### config.mk
export PLATFORM = sky130hd
export DESIGN_NAME = sdclk_divgen
export DESIGN_NICKNAME = d
export VERILOG_FILES = /design/src/rtl/sdclk_pkg.sv /design/src/rtl/sdclk_mode_ctl.sv /design/src/rtl/sdclk_ratio_sel.sv /design/src/rtl/sdclk_phase_gen.sv /design/src/rtl/sdclk_divgen.sv
export SDC_FILE = /design/constraint.sdc
export NUM_CORES = 1
export LEC_CHECK = 0
export BUFFER_PORTS_ARGS = -buffer_cell sky130_fd_sc_hd__buf_2
export CAP_MARGIN = 10
export CELL_PAD_IN_SITES_DETAIL_PLACEMENT = 1
export CELL_PAD_IN_SITES_GLOBAL_PLACEMENT = 1
export CORE_MARGIN = 3
export CORE_UTILIZATION = 35
export CTS_CLUSTER_SIZE = 30
export DETAILED_ROUTE_END_ITERATION = 12
export GPL_TIMING_DRIVEN = 0
export PLACE_DENSITY_LB_ADDON = 0.3
export SETUP_SLACK_MARGIN = 0.1
export SLEW_MARGIN = 20
export SYNTH_ARGS = -nofsm -noshare
export SYNTH_HDL_FRONTEND = slang
export SYNTH_SLANG_ARGS = --single-unit
### constraint.sdc
create_clock -name clk -period 5.1 [get_ports clk]
set_input_delay 0.51 -clock clk [delete_from_list [all_inputs] [get_ports clk]]
set_output_delay 0.51 -clock clk [all_outputs]
set_load 0.005 [all_outputs]
### src/rtl/sdclk_pkg.sv
package sdclk_pkg;

   typedef enum logic {
      MODE_IDENT = 1'b0,
      MODE_DATA  = 1'b1
   } sd_mode_e;

   // number of core cycles per card-clock period for a stored value
   function automatic int unsigned ratio_of(input int unsigned stored);
      return stored + 2;
   endfunction

endpackage

### src/rtl/sdclk_mode_ctl.sv
module sdclk_mode_ctl
   import sdclk_pkg::*;
(
   input  logic     clk,
   input  logic     rst_n,
   input  logic     enter_data,
   input  logic     enter_ident,
   output sd_mode_e mode
);

   sd_mode_e mode_q;

   always_ff @(posedge clk or negedge rst_n) begin
      if (!rst_n) begin
         mode_q <= MODE_IDENT;
      end else if (enter_ident) begin
         mode_q <= MODE_IDENT;
      end else if (enter_data) begin
         mode_q <= MODE_DATA;
      end
   end

   assign mode = mode_q;

endmodule

### src/rtl/sdclk_ratio_sel.sv
module sdclk_ratio_sel
   import sdclk_pkg::*;
#(
   parameter int DIV_W     = 11,
   parameter int DATA_BITS = 3,
   parameter int RST_DIV   = 2047,
   localparam int RW       = DIV_W + 1
) (
   input  logic             clk,
   input  logic             rst_n,
   input  logic             cfg_we,
   input  logic [DIV_W-1:0] cfg_div,
   input  logic             cfg_slow,
   input  sd_mode_e         mode,
   output logic [RW-1:0]    ratio
);

   localparam logic [DIV_W-1:0] RST_VAL = DIV_W'(RST_DIV);

   logic [DIV_W-1:0] div_q;
   logic             slow_q;
   logic [DIV_W-1:0] data_val;
   logic [DIV_W-1:0] eff_val;

   always_ff @(posedge clk or negedge rst_n) begin
      if (!rst_n) begin
         div_q  <= RST_VAL;
         slow_q <= 1'b0;
      end else if (cfg_we) begin
         div_q  <= cfg_div;
         slow_q <= cfg_slow;
      end
   end

   generate
      if (DATA_BITS >= DIV_W) begin : g_full_data
         assign data_val = div_q;
      end else begin : g_narrow_data
         assign data_val = {{(DIV_W-DATA_BITS){1'b0}}, div_q[DATA_BITS-1:0]};
      end
   endgenerate

   always_comb begin
      if (slow_q || (mode == MODE_IDENT)) begin
         eff_val = div_q;
      end else begin
         eff_val = data_val;
      end
      ratio = RW'(ratio_of(int'(eff_val)));
   end

endmodule

### src/rtl/sdclk_phase_gen.sv
module sdclk_phase_gen
   import sdclk_pkg::*;
#(
   parameter int RW        = 12,
   parameter int RST_RATIO = 2049
) (
   input  logic          clk,
   input  logic          rst_n,
   input  logic [RW-1:0] ratio_in,
   output logic          sd_clk,
   output logic          rise_stb,
   output logic          fall_stb
);

   localparam logic [RW-1:0] RST_R    = RW'(RST_RATIO);
   localparam logic [RW-1:0] RST_LAST = RW'(RST_RATIO - 1);

   logic [RW-1:0] cnt_q;
   logic [RW-1:0] ratio_q;
   logic          clk_q;
   logic          rise_q;
   logic          fall_q;

   logic          wrap;
   logic [RW-1:0] nxt_cnt;
   logic [RW-1:0] nxt_ratio;
   logic          nxt_clk;

   always_comb begin
      wrap      = (cnt_q == (ratio_q - 1'b1));
      nxt_ratio = wrap ? ratio_in : ratio_q;
      nxt_cnt   = wrap ? '0 : (cnt_q + 1'b1);
      nxt_clk   = (nxt_cnt < (nxt_ratio >> 1));
   end

   always_ff @(posedge clk or negedge rst_n) begin
      if (!rst_n) begin
         cnt_q   <= RST_LAST;
         ratio_q <= RST_R;
         clk_q   <= 1'b0;
         rise_q  <= 1'b0;
         fall_q  <= 1'b0;
      end else begin
         cnt_q   <= nxt_cnt;
         ratio_q <= nxt_ratio;
         clk_q   <= nxt_clk;
         rise_q  <= nxt_clk & ~clk_q;
         fall_q  <= ~nxt_clk & clk_q;
      end
   end

   assign sd_clk   = clk_q;
   assign rise_stb = rise_q;
   assign fall_stb = fall_q;

endmodule

### src/rtl/sdclk_divgen.sv
module sdclk_divgen
   import sdclk_pkg::*;
#(
   parameter int DIV_W     = 11,
   parameter int DATA_BITS = 3,
   parameter int RST_DIV   = 2047
) (
   input  logic             clk,
   input  logic             rst_n,
   input  logic             cfg_we,
   input  logic [DIV_W-1:0] cfg_div,
   input  logic             cfg_slow,
   input  logic             enter_data,
   input  logic             enter_ident,
   output logic             sd_clk,
   output logic             rise_stb,
   output logic             fall_stb,
   output logic             in_data_mode
);

   localparam int RW        = DIV_W + 1;
   localparam int RST_RATIO = RST_DIV + 2;

   generate
      if (DIV_W < 2) begin : g_bad_width
         $error("sdclk_divgen: DIV_W must be at least 2");
      end
      if ((DATA_BITS < 1) || (DATA_BITS > DIV_W)) begin : g_bad_data_bits
         $error("sdclk_divgen: DATA_BITS must lie in 1..DIV_W");
      end
      if ((RST_DIV < 0) || (RST_DIV > ((1 << DIV_W) - 1))) begin : g_bad_rst
         $error("sdclk_divgen: RST_DIV does not fit DIV_W bits");
      end
   endgenerate

   sd_mode_e      mode;
   logic [RW-1:0] ratio;

   sdclk_mode_ctl u_mode (
      .clk        (clk),
      .rst_n      (rst_n),
      .enter_data (enter_data),
      .enter_ident(enter_ident),
      .mode       (mode)
   );

   sdclk_ratio_sel #(
      .DIV_W    (DIV_W),
      .DATA_BITS(DATA_BITS),
      .RST_DIV  (RST_DIV)
   ) u_ratio (
      .clk     (clk),
      .rst_n   (rst_n),
      .cfg_we  (cfg_we),
      .cfg_div (cfg_div),
      .cfg_slow(cfg_slow),
      .mode    (mode),
      .ratio   (ratio)
   );

   sdclk_phase_gen #(
      .RW       (RW),
      .RST_RATIO(RST_RATIO)
   ) u_phase (
      .clk     (clk),
      .rst_n   (rst_n),
      .ratio_in(ratio),
      .sd_clk  (sd_clk),
      .rise_stb(rise_stb),
      .fall_stb(fall_stb)
   );

   assign in_data_mode = (mode == MODE_DATA);

endmodule

==> metrics.md, run 1 <==
| Metric | Value |
|---|---|
| Nets | between 300 and 400 |
| Number of enable flip-flop cells after synthesis | 0 |
| Placed Area | 2800 µm² |
| Die X | 91.8 µm |
| Final WL | 5800 µm |
| Clock Skew | approximately 5.5 ps |
| Die footprint | 8420 µm² |
| Vias/cell | about 5 |
| H-tree levels | 2 |
| Root buf cell | clkbuf_8 |
| GRT overflow | 0 |
| Post-Synth Simple-Gate Area | 0.189 |
| Cell taking the most area after synthesis | dfrtp_1 |
| Top cells by count, synth | 26 x dfrtp_1, 21 x nand2_1, 21 x xnor2_1 |
| Post-synthesis compound-gate area fraction | 0.0666 |
| Layout cells sized above 1 | 0.231 |
| Synth Area in XOR/XNOR | 0.102 |
| Share of flip-flops with an asynchronous set or reset | 1.00 |
| Number of fill cells | 798 |
| Fin area | ~2900 µm² |
| Crit-path max FO | 10 |
| Setup Fix Bufs, Post-CTS | 0 |
| Hold Fails Final Rpt | 0 |
| Final setup fails | 0 |
| Slew Limit Fails | 0 |
| Period utilisation layout | 0.865 |
| Max transition margin | 0.410 |
| Post-cts hold buffer count | 0 |
| Max clock buf depth | 2 |
| TritonCTS Buffers | 5 |
| Inst Count DP | 369 |
| Largest family of logic cells by synthesized area | simple AND/OR/NAND/NOR gates |
| Length of the first detailed-routing pass in iterations | 4 |
| Dpl ws | slightly above 700 ps |
| Outcome | finished clean |
| Clk pin slew, worst setup/hold paths | 80 ps |
| Fin Setup TNS | 0 ps |
| Tmin final | 4410 ps |
| Peak supply drop | ~190 µV |
| Flops & latches, synth | 40 |
| Via count | around 1900 |
| Number of global-route vias before repair | 1999 |
| Largest net degree at the start of global routing | 41 |
| DR iter-0 viols | 36 |
| Peak Freq | 227 MHz |
| Net Sw Frac | 0.240 |
| Area of the core | approximately 6900 µm² |
| Top cells by area, synth | dfrtp_1 25%, dfstp_2 14%, mux2_2 7.4% |
| Worst hold path type | primary input to async pin |
| Crit start category | flop |
| # resized after CTS | 0 |
| TritonCTS clock tree | done |
| Worst Path Required | 5330 ps |
| Setup ws final | 686 ps |
| CTS Sinks | 40 |
| Port Buffers | 20 |
| Most frequent cell after synthesis | dfrtp_1 |
| Hold Slack | 341 ps |
| Leakage | 0.00121 µW |
| Most used DFF post-synth | dfrtp_1 |
| Worst path most repeated cell | ha_1 |
| Gr usage total | 0.145 |
| Register area share after synthesis | 0.396 |
| # IOs | 21 |
| ANT cells | 0 |
| Avg Inst Size Synth | 10.2 µm² |
| Tightest Pin Transition | about 890 ps |
| Proportion of synthesized area in mux cells | 0.151 |
| Starting density of the core | 0.371 |
| Post-synth cell types | slightly above 40 |
| Flop pwr share | 0.560 |
| Critical Path AT | roughly 4700 ps |
| R2r setup slk | 690 ps |
| Int Power | 466 µW |
| Post-Syn Area | 2570 µm² |
| Wirelength per Cell | 15.4 µm |
| Synth warnings | 0 |
| Yosys top cell area share | 0.253 |
| Logic pwr share | 0.080 |
| Mapped Nets | between 200 and 300 |
| Non-Filler Instances | 377 |
| Slowest CP cell | nor3b_1 |
| Pwr Density | roughly 210 nW/µm² |
| Hpwl dp | about 4600 µm |
| Routed Antenna Nets | 0 |
| Clock network fraction of design power | 0.359 |
| Synth Area in Adders | 0.0632 |
| Residual DRC | 0 |
| Element type at the critical path end | flop |
| Die Y | 91.8 µm |
| Synth Instances | 253 |
| Clock Latency Late Sink | 290 ps |
| Initial antenna violation count | 0 |
| Layout area overhead | 12.3% |
| Num rows | 30 |
| Max cap viols | 0 |
| Setup CP Type | flop to flop |
| Global-route wire length before repair | 9790 µm |
| Unrepaired setup endpoints after global routing | false |
| Psw | 148 µW |
| GPL Wtd Cong | 0.771 |
| Crit path cell chain | inv_1 -> ha_1 -> nor3b_1 -> nand2_1 -> o311a_1 -> o31a_1 -> nor3_4 -> buf_4 -> mux2i_1 -> ha_1 -> a21o_1 -> a21oi_1 -> o221ai_1 -> a211o_1 -> nor2_1 -> mux2_2 |
| Crit-path max cell delay | 540 ps |
## cell families after synthesis
| logic type | after synthesis |
|---|---|
| fa+ha+maj | 13 |
| flops | 40 |
| mux | 36 |
| xor+xnor | 30 |
| buf+inv | 19 |
| compound gates | 25 |
| simple gates | 90 |
## cells in the final DEF, fill, tap and decap left out, types with 3 or more instances in the layout
cell | Yosys | final
xnor2_1 | 21 | 21
nor2_1 | 20 | 20
and3_1 | 3 | 3
dfrtp_1 | 26 | 26
a21oi_1 | 5 | 5
buf_2 | 0 | 20
nand3_1 | 9 | 9
nor2b_1 | 4 | 4
mux2i_1 | 14 | 14
dfstp_2 | 14 | 14
mux2_1 | 5 | 5
xor2_1 | 9 | 9
inv_1 | 8 | 8
nor3_1 | 4 | 4
mux2_2 | 17 | 17
nand2b_1 | 4 | 4
o21ai_0 | 6 | 6
clkbuf_1 | 8 | 8
nand2_1 | 21 | 21
nand3b_1 | 3 | 3
a21o_1 | 3 | 3
nand4_1 | 10 | 10
clkbuf_8 | 0 | 6
ha_1 | 13 | 13
## final timing paths
path	startpoint	end	cells after the start
worst min register to register	u_phase.cnt_q[0]$_DFF_PN0_	u_phase.cnt_q[0]$_DFF_PN0_	1
worst max register to register	u_phase.ratio_q[1]$_DFF_PN0_	u_phase.rise_stb$_DFF_PN0_	16
worst max-delay path	u_phase.ratio_q[1]$_DFF_PN0_	u_phase.rise_stb$_DFF_PN0_	16
min in group clk	enter_ident	u_mode.mode$_DFFE_PN0P_	2
worst min-delay path	rst_n	u_ratio.slow_q$_DFFE_PN0P_	1
max in group asynchronous	rst_n	u_phase.ratio_q[10]$_DFF_PN0_	1
## layer usage
layer	part of all wire	global-route usage	up-vias
met5	0	0	-
met4	0.017	0.0408	0
met3	0.024	0.0221	10
met2	0.50	0.253	28
met1	0.46	0.186	919
li1	-	-	947
## cell type report
type,count,area [µm²],share of cell area
multi-input combinational,194,1470,0.508
sequential,40,1020,0.352
clock inverter,2,15.0,0.00519
buffer,11,56.3,0.0195
timing repair buffer,20,100,0.0346
clock buffer,6,82.6,0.0285
tap,96,120,0.0415
inverter,8,30.0,0.0104
## sequential cells by signal, summed over array words and instances (netlist names)
signal            count
u_mode.mode           1
u_phase.cnt_q        12
u_phase.fall_stb      1
u_phase.ratio_q      12
u_phase.rise_stb      1
u_phase.sd_clk        1
u_ratio.div_q        11
u_ratio.slow_q        1
## critical path: cells and delay by family, from the launching register on
family          cells  cell delay (ps)
buf+inv             2              430
compound gates      6             1360
fa+ha+maj           2              470
simple gates        4             1290
mux                 2              370
flops               1              410
## through the flow
stage,utilization,total power [µW]
floorplan,-,377
global placement,0.403,398
detailed placement,0.403,400
CTS,0.417,626
global route,0.417,646
finish,0.417,614
## power groups by stage
stage	registers (µW)	logic (µW)	clock network (µW)
3_3_place_gp	349	48.7	0
5_1_grt	346	56.7	243
3_5_place_dp	350	50.5	0
4_1_cts	344	50.9	231
6_report	344	49.2	220
2_1_floorplan	347	30.4	0
No activity file was read; power rests on OpenSTA's default activity.
==> inputs of run 2 (changes only) <==
- ABC_CLOCK_PERIOD_IN_PS: default -> 5100
- PLACE_DENSITY_LB_ADDON: 0.3 -> 0.1
==> run 2 against run 1 <==
Compared with the run above: non-clock buffer count did not move; critical path depth did not move; sequential share of layout area rose by 0.061 points; hold slack improved by 9.0 ps; fmax fell by 2.0%; clock skew rose by 2.1 ps; worst setup slack got worse by 89 ps; die area did not move; via count rose by 0.84%; highest routed layer unchanged.
==> metrics.md, run 2 (synthesized netlist as in run 1, its figures left out) <==
| Metric | Value |
|---|---|
| Outcome | finished clean |
| Die X | 91.8 µm |
| Setup Fix Bufs, Post-CTS | 0 |
| ANT cells | 0 |
| Largest net degree at the start of global routing | 41 |
| Area of the core | just under 7000 µm² |
| CTS Sinks | 40 |
| Clock Skew | around 7.6 ps |
| Layout area overhead | 12.1% |
| Wirelength per Cell | 16.1 µm |
| Leakage | around 0.0012 µW |
| Layout cells sized above 1 | 0.231 |
| Num rows | 30 |
| Period utilisation layout | 0.883 |
| Fin Setup TNS | 0 ps |
| Inst Count DP | between 300 and 400 |
| Via count | 1920 |
| Die footprint | approximately 8400 µm² |
| Gr usage total | 0.159 |
| Final setup fails | 0 |
| Crit start category | flop |
| Worst Path Required | 5340 ps |
| # resized after CTS | 0 |
| Die Y | between 90 and 100 µm |
| Global-route wire length before repair | 10500 µm |
| Tmin final | 4500 ps |
| Number of fill cells | 809 |
| TritonCTS clock tree | done |
| Residual DRC | 0 |
| # IOs | 21 |
| Worst hold path type | primary input to async pin |
| DR iter-0 viols | 95 |
| Commonest non-fill, non-tap cells in the layout | 26 x dfrtp_1, 21 x nand2_1, 21 x xnor2_1 |
| Number of global-route vias before repair | 2003 |
| Placed Area | 2800 µm² |
| Hold Fails Final Rpt | 0 |
| Crit-path max FO | 10 |
| Fin area | between 2000 and 3000 µm² |
| H-tree levels | 2 |
| Vias/cell | 5.09 |
| Final WL | 6070 µm |
| Tightest Pin Transition | between 900 and 1000 ps |
| Final core occ | 0.416 |
| Root buf cell | clkbuf_8 |
| Peak Freq | 222 MHz |
| Commonest non-fill, non-tap cell in the layout | dfrtp_1 |
| Setup CP Type | flop to flop |
| Nets | 310 |
| Slew Limit Fails | 0 |
| Clock Latency Late Sink | approximately 300 ps |
| Peak supply drop | 102 µV |
| Pwr Density | 215 nW/µm² |
| Unrepaired setup endpoints after global routing | false |
| Multi-input logic area | approximately 1500 µm² |
| Storage cell area | 1020 µm² |
| Max clock buf depth | 2 |
| Critical Path AT | 4740 ps |
| Initial antenna violation count | 0 |
| TritonCTS Buffers | 5 |
| GPL Wtd Cong | 0.773 |
| Routed Antenna Nets | 0 |
| Element type at the critical path end | flop |
| Port Buffers | 20 |
| Largest registers | u_phase.cnt_q (12), u_phase.ratio_q (12), u_ratio.div_q (11) |
| Length of the first detailed-routing pass in iterations | 4 |
| Hpwl dp | 4700 µm |
| Max transition margin | 0.370 |
| Clk pin slew, worst setup/hold paths | 90 ps |
| Starting density of the core | 0.371 |
| Post-cts hold buffer count | 0 |
| GRT overflow | 0 |
| Non-Filler Instances | approximately 380 |
| Max cap viols | 0 |
-- run 2: cell types whose count changed in the layout (fill, tap and decap cells not counted), sizes merged --
| cell | before | now |
|---|---|---|
| clkinvlp | 2 | 0 |
| clkinv | 0 | 2 |
-- run 2: routing by layer --
layer	global-route usage	wire, µm
met1	0.225	2940
met2	0.253	2890
met3	0.0254	177
met4	0.0408	68
met5	0	0
-- run 2: final timing paths --
path	slack [ps]	endpoint	start	depth (start not counted)
worst max-delay path	600	u_phase.rise_stb$_DFF_PN0_	u_phase.ratio_q[1]$_DFF_PN0_	16
worst min-delay path	350	u_phase.ratio_q[9]$_DFF_PN0_	rst_n	1
worst max register to register	600	u_phase.rise_stb$_DFF_PN0_	u_phase.ratio_q[1]$_DFF_PN0_	16
worst min register to register	520	u_ratio.div_q[10]$_DFFE_PN1P_	u_ratio.div_q[10]$_DFFE_PN1P_	2
max in group asynchronous	4160	u_phase.rise_stb$_DFF_PN0_	rst_n	1
min in group clk	350	u_mode.mode$_DFFE_PN0P_	enter_ident	2
-- run 2: final cells by class --
class,count,area share
plain buffers,11,0.0195
well taps,96,0.0416
clock inverters,2,0.00347
flip-flops and latches,40,0.353
clock buffers,6,0.0286
inverters,8,0.0104
multi-input cells,194,0.509
repair buffers,20,0.0347
-- run 2: worst max-delay path, cell delays in order (launching register included) --
cell      delay (ps)
dfrtp_1          420
inv_1             90
ha_1             190
nor3b_1          600
nand2_1          190
o311a_1          400
o31a_1           130
nor3_4           460
buf_4            330
mux2i_1          270
ha_1             280
a21o_1           160
a21oi_1          180
o221ai_1         200
a211o_1          300
nor2_1            90
mux2_2           140
-- run 2: report_power, final --
group | internal (µW) | switching, µW
Combinational | 22.5 | 27.3
Sequential | 334 | 10.1
Clock | 108 | 120
Total | 465 | 158
-- run 2: per-stage QoR --
step / worst slack [ps] / hold WS (ps) / power [µW]
3_5_place_dp: 564 / 519 / 402
3_3_place_gp: 637 / 510 / 399
5_1_grt: 118 / 344 / 659
2_1_floorplan: 1530 / 214 / 377
4_1_cts: 525 / 342 / 633
6_report: 597 / 350 / 622
==> inputs of run 3 (changes only) <==
- PLACE_DENSITY: default -> 0.69
- PLACE_DENSITY_LB_ADDON: 0.1 -> default
==> run 3 against run 2 <==
Compared with the run above: register-to-register slack gained 50 ps; combinational power shrank 1%; sequential share of layout area down 0.23 points; die area unchanged; worst setup slack improved by 45 ps; non-clock buffer count is the same; first-iteration DRC count shrank 15%; clock skew shrank 0.67 ps; count of clock-buffer cells in the layout shrank 1; utilization is 0.27 points higher; sequential power barely moved; total power rose by 5.3%; critical endpoint is now u_phase.fall_stb$_DFF_PN0_.
==> metrics.md, run 3 (synthesized netlist as in run 1, its figures left out) <==
| Metric | Value |
|---|---|
| Initial antenna violation count | 0 |
| GPL Wtd Cong | 0.802 |
| Vias/cell | 5.07 |
| ANT cells | 0 |
| Residual DRC | 0 |
| Gr usage total | 0.151 |
| Non-Filler Instances | 377 |
| DR iter-0 viols | 81 |
| Final WL | between 5000 and 6000 µm |
| Slowest CP cell | nor3b_1 |
| GRT overflow | 0 |
| Die Y | 91.8 µm |
| Port Buffers | 20 |
| Layout area overhead | 12.9% |
| Routed Antenna Nets | 0 |
| Max cap viols | 0 |
| Outcome | finished clean |
| Element type at the critical path end | flop |
| Global-route wire length before repair | 10200 µm |
| Worst Path Required | 5280 ps |
| Peak supply drop | roughly 160 µV |
| Inst Count DP | 369 |
| Clock Skew | ~6.9 ps |
| Peak Freq | 224 MHz |
| Setup Fix Bufs, Post-CTS | 0 |
| Final setup fails | 0 |
| Nets | 310 |
| M3 GR Usage | 0.0238 |
| WP buf/inv | 2 |
| Num rows | 30 |
| Area of the core | about 7000 µm² |
| Die X | just over 90 µm |
| Length of the first detailed-routing pass in iterations | 4 |
| Layout cells sized above 1 | 0.231 |
| Busiest grt layer | met2 |
| Hold Fails Final Rpt | 0 |
| Largest registers | u_phase.cnt_q (12), u_phase.ratio_q (12), u_ratio.div_q (11) |
| Crit start category | flop |
| Met2 usage | 0.262 |
| Clock Latency Late Sink | 300 ps |
| Leakage | roughly 0.0012 µW |
| Tightest Pin Transition | 882 ps |
| Final core occ | 0.419 |
| Slew Limit Fails | 0 |
| CTS Sinks | 40 |
| # resized after CTS | 0 |
| Commonest non-fill, non-tap cells in the layout | 26 x dfrtp_1, 21 x nand2_1, 21 x xnor2_1 |
| Critical Path AT | 4640 ps |
| Number of global-route vias before repair | 2067 |
| Max clock buf depth | 2 |
| Starting density of the core | 0.371 |
| Crit-path max FO | 10 |
| # IOs | 21 |
| Setup CP Type | flop to flop |
| Tmin final | 4460 ps |
| Crit-path max cell delay | 520 ps |
| Clk pin slew, worst setup/hold paths | 80 ps |
| Crit path cell chain | inv_1 -> ha_1 -> nor3b_1 -> nand2_1 -> o311a_1 -> o31a_1 -> nor3_4 -> buf_4 -> mux2i_1 -> ha_1 -> a21o_1 -> a21oi_1 -> o221ai_1 -> a211o_1 -> nand2_1 -> mux2i_1 |
| Post-cts hold buffer count | 0 |
| Max transition margin | 0.412 |
| TritonCTS Buffers | 5 |
| Wirelength per Cell | 15.8 µm |
| Unrepaired setup endpoints after global routing | false |
| H-tree levels | 2 |
| Met1 usage | 0.195 |
| Largest net degree at the start of global routing | 41 |
| Die footprint | 8420 µm² |
| Commonest non-fill, non-tap cell in the layout | dfrtp_1 |
| Period utilisation layout | 0.874 |
| TritonCTS clock tree | done |
| Pwr Density | 225 nW/µm² |
| Hpwl dp | around 4600 µm |
| Via count | 1910 |
| Fin Setup TNS | 0 ps |
| Worst path top cell family by delay | compound AO/OA/AOI/OAI gates |
| Root buf cell | clkbuf_8 |
| R2r setup slk | 640 ps |
| Worst hold path type | primary input to async pin |
[run 3: area by class of cell]
| cell class | count | area [µm²] |
|---|---|---|
| plain buffers | 11 | 56.3 |
| clock buffers | 5 | 68.8 |
| clock inverters | 3 | 42.5 |
| fillers | 807 | 4040 |
| inverters | 8 | 30.0 |
| multi-input cells | 194 | 1470 |
| flip-flops and latches | 40 | 1020 |
| well taps | 96 | 120 |
| repair buffers | 20 | 100 |
[run 3: per-layer routing]
layer  vias up  part of all wire
li1        941                 -
met1       939              0.47
met2        23              0.50
met3         7             0.022
met4         0             0.012
met5         -                 0
[run 3: metrics by stage]
stage	total power, µW	hold WS (ps)	area, µm²	worst slack, ps
floorplan	377	214	2570	1530
global placement	399	507	2800	667
detailed placement	401	518	2800	581
CTS	670	323	2910	541
global route	684	358	2910	332
finish	655	321	2910	642
[run 3: power breakdown]
group	leakage (µW)	internal [µW]	switching, µW
combinational	0.000675	22.5	26.6
sequential	0.000492	334	10.8
clock	0.0000541	145	116
total	0.00122	501	154
[run 3: worst paths after layout]
check	from	to	cells past startpoint
setup / recovery	u_phase.ratio_q[1]$_DFF_PN0_	u_phase.fall_stb$_DFF_PN0_	16
hold / removal	rst_n	u_mode.mode$_DFFE_PN0P_	1
setup reg to reg	u_phase.ratio_q[1]$_DFF_PN0_	u_phase.fall_stb$_DFF_PN0_	16
hold reg to reg	u_phase.cnt_q[0]$_DFF_PN0_	u_phase.cnt_q[0]$_DFF_PN0_	1
max in group asynchronous	rst_n	u_phase.cnt_q[6]$_DFF_PN0_	1
min in group clk	enter_ident	u_mode.mode$_DFFE_PN0P_	2
